[src/rtl/smw_pkg.sv]
package smw_pkg;
  typedef enum logic {
    CMP_LT = 1'b0,
    CMP_GE = 1'b1
  } cmp_dir_e;
endpackage

[src/rtl/smw_compare.sv]
module smw_compare #(
  parameter int DW = 16
) (
  input  logic          dir_ge,
  input  logic [DW-1:0] sample,
  input  logic [DW-1:0] refval,
  output logic          hit
);
  import smw_pkg::*;

  logic below;
  assign below = (sample < refval);

  always_comb begin
    case (cmp_dir_e'(dir_ge))
      CMP_GE:  hit = ~below;
      default: hit = below;
    endcase
  end
endmodule

[src/rtl/smw_run_counter.sv]
module smw_run_counter #(
  parameter int CW = 4
) (
  input  logic          clk,
  input  logic          rst,
  input  logic          en,
  input  logic          valid,
  input  logic          hit,
  input  logic [CW-1:0] tgt,
  output logic          reach
);
  logic [CW-1:0] cnt;

  assign reach = en && valid && hit && (cnt == tgt);

  always_ff @(posedge clk) begin
    if (rst || !en) begin
      cnt <= '0;
    end else if (valid) begin
      if (!hit || reach) cnt <= '0;
      else               cnt <= cnt + 1'b1;
    end
  end

  // a failing valid sample leaves the run at zero
  a_r4_miss_restarts: assert property (@(posedge clk) disable iff (rst)
    (en && valid && !hit) |=> (cnt == '0));

  // a disabled channel holds no run
  a_r1_off_no_run: assert property (@(posedge clk) disable iff (rst)
    (!en) |=> (cnt == '0));

  // idle cycles keep the run
  a_r3_idle_holds: assert property (@(posedge clk) disable iff (rst)
    (en && !valid && !$past(rst)) |=> $stable(cnt) || !en);
endmodule

[src/rtl/smw_channel.sv]
module smw_channel #(
  parameter int DW = 16,
  parameter int CW = 4
) (
  input  logic          clk,
  input  logic          rst,
  input  logic          valid,
  input  logic [DW-1:0] sample,
  input  logic          en,
  input  logic          ie,
  input  logic          ge,
  input  logic [DW-1:0] refval,
  input  logic [CW-1:0] tgt,
  input  logic          clr,
  output logic          flag,
  output logic          irq
);
  logic hit;
  logic reach;
  logic flag_d;

  smw_compare #(.DW(DW)) u_cmp (
    .dir_ge (ge),
    .sample (sample),
    .refval (refval),
    .hit    (hit)
  );

  smw_run_counter #(.CW(CW)) u_run (
    .clk   (clk),
    .rst   (rst),
    .en    (en),
    .valid (valid),
    .hit   (hit),
    .tgt   (tgt),
    .reach (reach)
  );

  // set has priority over the clear strobe
  always_comb begin
    if (reach)    flag_d = 1'b1;
    else if (clr) flag_d = 1'b0;
    else          flag_d = flag;
  end

  always_ff @(posedge clk) begin
    if (rst) begin
      flag <= 1'b0;
      irq  <= 1'b0;
    end else begin
      flag <= flag_d;
      irq  <= flag_d & ie;
    end
  end

  // no request without a flag
  a_r7_irq_needs_flag: assert property (@(posedge clk) disable iff (rst)
    irq |-> flag);

  // the flag only drops after a clear strobe
  a_r6_sticky: assert property (@(posedge clk) disable iff (rst)
    (!$past(rst) && $fell(flag)) |-> $past(clr));

  // the flag only rises on an enabled valid sample
  a_r1_set_needs_en: assert property (@(posedge clk) disable iff (rst)
    (!$past(rst) && $rose(flag)) |-> $past(en && valid));
endmodule

[src/rtl/smp_thresh_watch.sv]
module smp_thresh_watch #(
  parameter int NCH = 2,
  parameter int DW  = 16,
  parameter int CW  = 4
) (
  input  logic                   clk,
  input  logic                   rst,
  input  logic                   smp_valid,
  input  logic [DW-1:0]          smp_data,
  input  logic [NCH-1:0]         cfg_en,
  input  logic [NCH-1:0]         cfg_ie,
  input  logic [NCH-1:0]         cfg_ge,
  input  logic [NCH-1:0][DW-1:0] cfg_ref,
  input  logic [NCH-1:0][CW-1:0] cfg_tgt,
  input  logic [NCH-1:0]         flag_clr,
  output logic [NCH-1:0]         flag_o,
  output logic [NCH-1:0]         irq_o
);
  for (genvar c = 0; c < NCH; c++) begin : g_ch
    smw_channel #(.DW(DW), .CW(CW)) u_ch (
      .clk    (clk),
      .rst    (rst),
      .valid  (smp_valid),
      .sample (smp_data),
      .en     (cfg_en[c]),
      .ie     (cfg_ie[c]),
      .ge     (cfg_ge[c]),
      .refval (cfg_ref[c]),
      .tgt    (cfg_tgt[c]),
      .clr    (flag_clr[c]),
      .flag   (flag_o[c]),
      .irq    (irq_o[c])
    );
  end

  // reset leaves everything quiet
  a_r9_reset_quiet: assert property (@(posedge clk)
    $past(rst) |-> (flag_o == '0 && irq_o == '0));
endmodule

[config.mk]
export PLATFORM = sky130hd
export DESIGN_NAME = smp_thresh_watch
export DESIGN_NICKNAME = d
export VERILOG_FILES = /design/src/rtl/smw_pkg.sv /design/src/rtl/smw_compare.sv /design/src/rtl/smw_run_counter.sv /design/src/rtl/smw_channel.sv /design/src/rtl/smp_thresh_watch.sv
export SDC_FILE = /design/constraint.sdc
export NUM_CORES = 1
export LEC_CHECK = 0
export ABC_AREA = 1
export BUFFER_PORTS_ARGS = -buffer_cell sky130_fd_sc_hd__buf_2
export CORE_MARGIN = 5
export CORE_UTILIZATION = 45
export DETAILED_ROUTE_END_ITERATION = 16
export GPL_TIMING_DRIVEN = 0
export PLACE_DENSITY = 0.88
export SYNTH_ARGS = -nofsm -noshare
export SYNTH_HDL_FRONTEND = slang
export SYNTH_HIERARCHICAL = 1
export SYNTH_SLANG_ARGS = --single-unit
[constraint.sdc]
create_clock -name clk -period 3.08 [get_ports clk]
set_input_delay 0.77 -clock clk [delete_from_list [all_inputs] [get_ports clk]]
set_output_delay 0.77 -clock clk [all_outputs]
set_load 0.02 [all_outputs]
==> results.md <==
* Status: complete, no violations
* Post_cts resized at 0
* Congestion Overflow GR at 0
* Via/cell ratio at 4.52
* Measured slew at the worst slew-check pin at 288 ps
* Final Slew Violations at 0
* Die height at 69.9 µm
* DR pass1 iterations at 4
* Tot Pwr at 0.000468 W
* Via Count at 1,705
* Avg Inst Size Synth at 6.26 µm²
* Final setup vio count at 0
* Buffer depth of the longest clock path at 2
* Post-synth top area share at 24.8%
* Setup Buffers After CTS at 0
* Ys async rst share at 0%
* Minimum clock period after layout at 2300 ps
* Site Rows at 21
* Fmax at 0.436 GHz
* Clock-pin slew on the worst setup and hold paths at 80 ps
* CP max FO at 4
* Leading area contributor after synthesis: ha_1
* Final TNS setup at 0 ps
* Cell area after synthesis at 1610 µm²
* Max-Cap Viols at 0
* Routed wire length at 3.69 mm
* RSZ-0062 raised after global routing: false
* Post-CTS Hold Buffers at 0
* Period utilisation layout at 74.5%
* Crit path cell chain: buf_2 -> ha_1 -> a21oi_1 -> o21ai_0 -> a21oi_2 -> nand3_1 -> nand2_1 -> nand3_1 -> nor2_1 -> nand3_2 -> inv_1 -> inv_1 -> nand2_1 -> nand2_1 -> nor2_2
* Synth Net Count at 357
* Die width at 69.9 µm
* CP endpoint kind: register
* Area growth from synthesis to layout at 27.2%
* Final hold vios at 0
* Seq/Total Area, Yosys at 14.9%
* Global-route wire length before repair at 6.22 mm
* Post-DRT Antenna Nets at 0
* DRT iter0 DRCs at 50
* Initial antenna violation count at 0
* Placer Congestion at 0.835
* Clock root cell: clkbuf_4
* Required time of the critical path at 3300 ps
* Crit path DAT at 2520 ps
* Vias in the first global route at 1,626
* Warnings, synthesis at 6
* Final worst slack at 785 ps
* DP Wirelength at 3.33 mm
* Largest net degree at the start of global routing at 9
* Delay-heaviest family, CP: simple AND/OR/NAND/NOR gates
* Worst-Skew Late Latency at 270 ps
* Post-synth cell types at 16
* Fillers at 333
* Layout cell share with drive strength beyond 1 at 28.7%
* Post-synth EDFFs at 0
* Htree depth at 1
* Total CTS buffers at 3
* FF+latch area at 240 µm²
* Normalized max-slew margin at 80.6%
* Post-synth top cells: 74 x nand2_1, 70 x inv_1, 32 x ha_1
* Sink Count at 12
* Dpl ws at 467 ps
* Predominant post-synthesis flop cell: dfxtp_1
* Yosys reg bits at 12
* I/O pin count at 71
* Crit start category: primary input
* Critical path's largest stage delay at 300 ps
* Pwr Density at 228 nW/µm²
* Nets at 431
* Initial core utilization at 47.3%
* Wirelength per Cell at 9.80 µm
* N_diodes at 0
* Residual DRC count at 0
* Most frequent cell after synthesis: nand2_1
* Most frequent CP cell: nand2_1
* Cells after synthesis at 258
* PortBufs at 69
* CTS tree: yes
* Gr usage total at 15.1%
* Pleak at 1.30 nW
* Buf+Inv Stages, Crit Path at 3
* Multi-input logic area at 1090 µm²
* Die Footprint at 4880 µm²
* Hold Crit Class: register to register
* Worst vdd ir at 0.0000878 V
* Synth top area cells: ha_1 25%, nand2_1 17%, inv_1 16%
* Critical path class: primary input to register
* Slowest stage cell, crit path: ha_1
* Clock Skews at 2.38 ps
* Core area at 3420 µm²
==> metrics by stage <==
stage               utilization [%]  hold slack [ps]  cells  instance area (µm²)
floorplan                         -              475    258                 1610
global placement               59.0              467    373                 2020
detailed placement             59.0              475    373                 2020
CTS                            60.1              488    377                 2050
global route                   60.1              541    377                 2050
finish                         60.1              484    377                 2050
==> flip-flops by register name, indices dropped and copies added (netlist names) <==
name                 count
g_ch.u_ch/flag           2
g_ch.u_ch/irq            2
g_ch.u_ch/u_run/cnt      8
==> placed cells by master, fill, tap and decap left out, types with 3 or more instances in the layout <==
master,instances
nand2_1,74
inv_1,70
buf_2,69
ha_1,32
a21oi_1,22
dfxtp_1,12
nand3_1,10
nor2_1,8
nor3_2,6
nor2_2,4
nand3_2,4
o21ai_0,4
a21oi_2,4
clkbuf_4,3
==> routing by layer <==
metal / track usage (%) / vias up / wire (µm)
li1: - / 935 / -
met1: 15.8 / 715 / 1480
met2: 28.0 / 49 / 1860
met3: 4.02 / 6 / 308
met4: 6.60 / 0 / 49
met5: 0 / - / 0
==> worst register-to-register path, stage by stage, from the launching register on <==
cell and delay [ps]:
dfxtp_1 380, inv_1 60, nand2_1 50, nand2_1 50
nor2_1 140, nand3_2 150, inv_1 70, inv_1 40
nand2_1 60, nand2_1 50, nor2_2 60
==> power breakdown <==
part | switching (W) | leakage [nW] | internal [W] | total, W
clock network | 0.0000558 | 0.0210 | 0.0000719 | 0.000128
logic | 0.0000966 | 1.18 | 0.0000856 | 0.000182
registers | 0.00000148 | 0.0968 | 0.000157 | 0.000158
total | 0.000154 | 1.30 | 0.000314 | 0.000468
==> cells by family after synthesis <==
group / count (synthesis) / synth area share, %
xor+xnor: 2 / 1.09
compound gates: 32 / 10.9
buf+inv: 72 / 17.7
flops: 12 / 14.9
fa+ha+maj: 32 / 24.8
simple gates: 108 / 30.7
==> worst paths after layout <==
check,start,end,slack [ps],cells after the start
setup reg to reg,g_ch[0].u_ch/u_run/cnt[3],g_ch[0].u_ch/irq,1920,10
hold reg to reg,g_ch[1].u_ch/flag,g_ch[1].u_ch/flag,480,2
setup / recovery,smp_data[15],g_ch[0].u_ch/irq,780,15
hold / removal,g_ch[1].u_ch/flag,g_ch[1].u_ch/flag,480,2
==> area by class of cell <==
type	count	area share (%)
Buffer	2	1.10
Clock buffer	4	1.77
Inverter	70	12.8
Multi-Input combinational cell	174	53.0
Sequential cell	12	11.7
Tap cell	46	2.80
Timing Repair Buffer	69	16.8
Power figures use the tool's default switching activity.
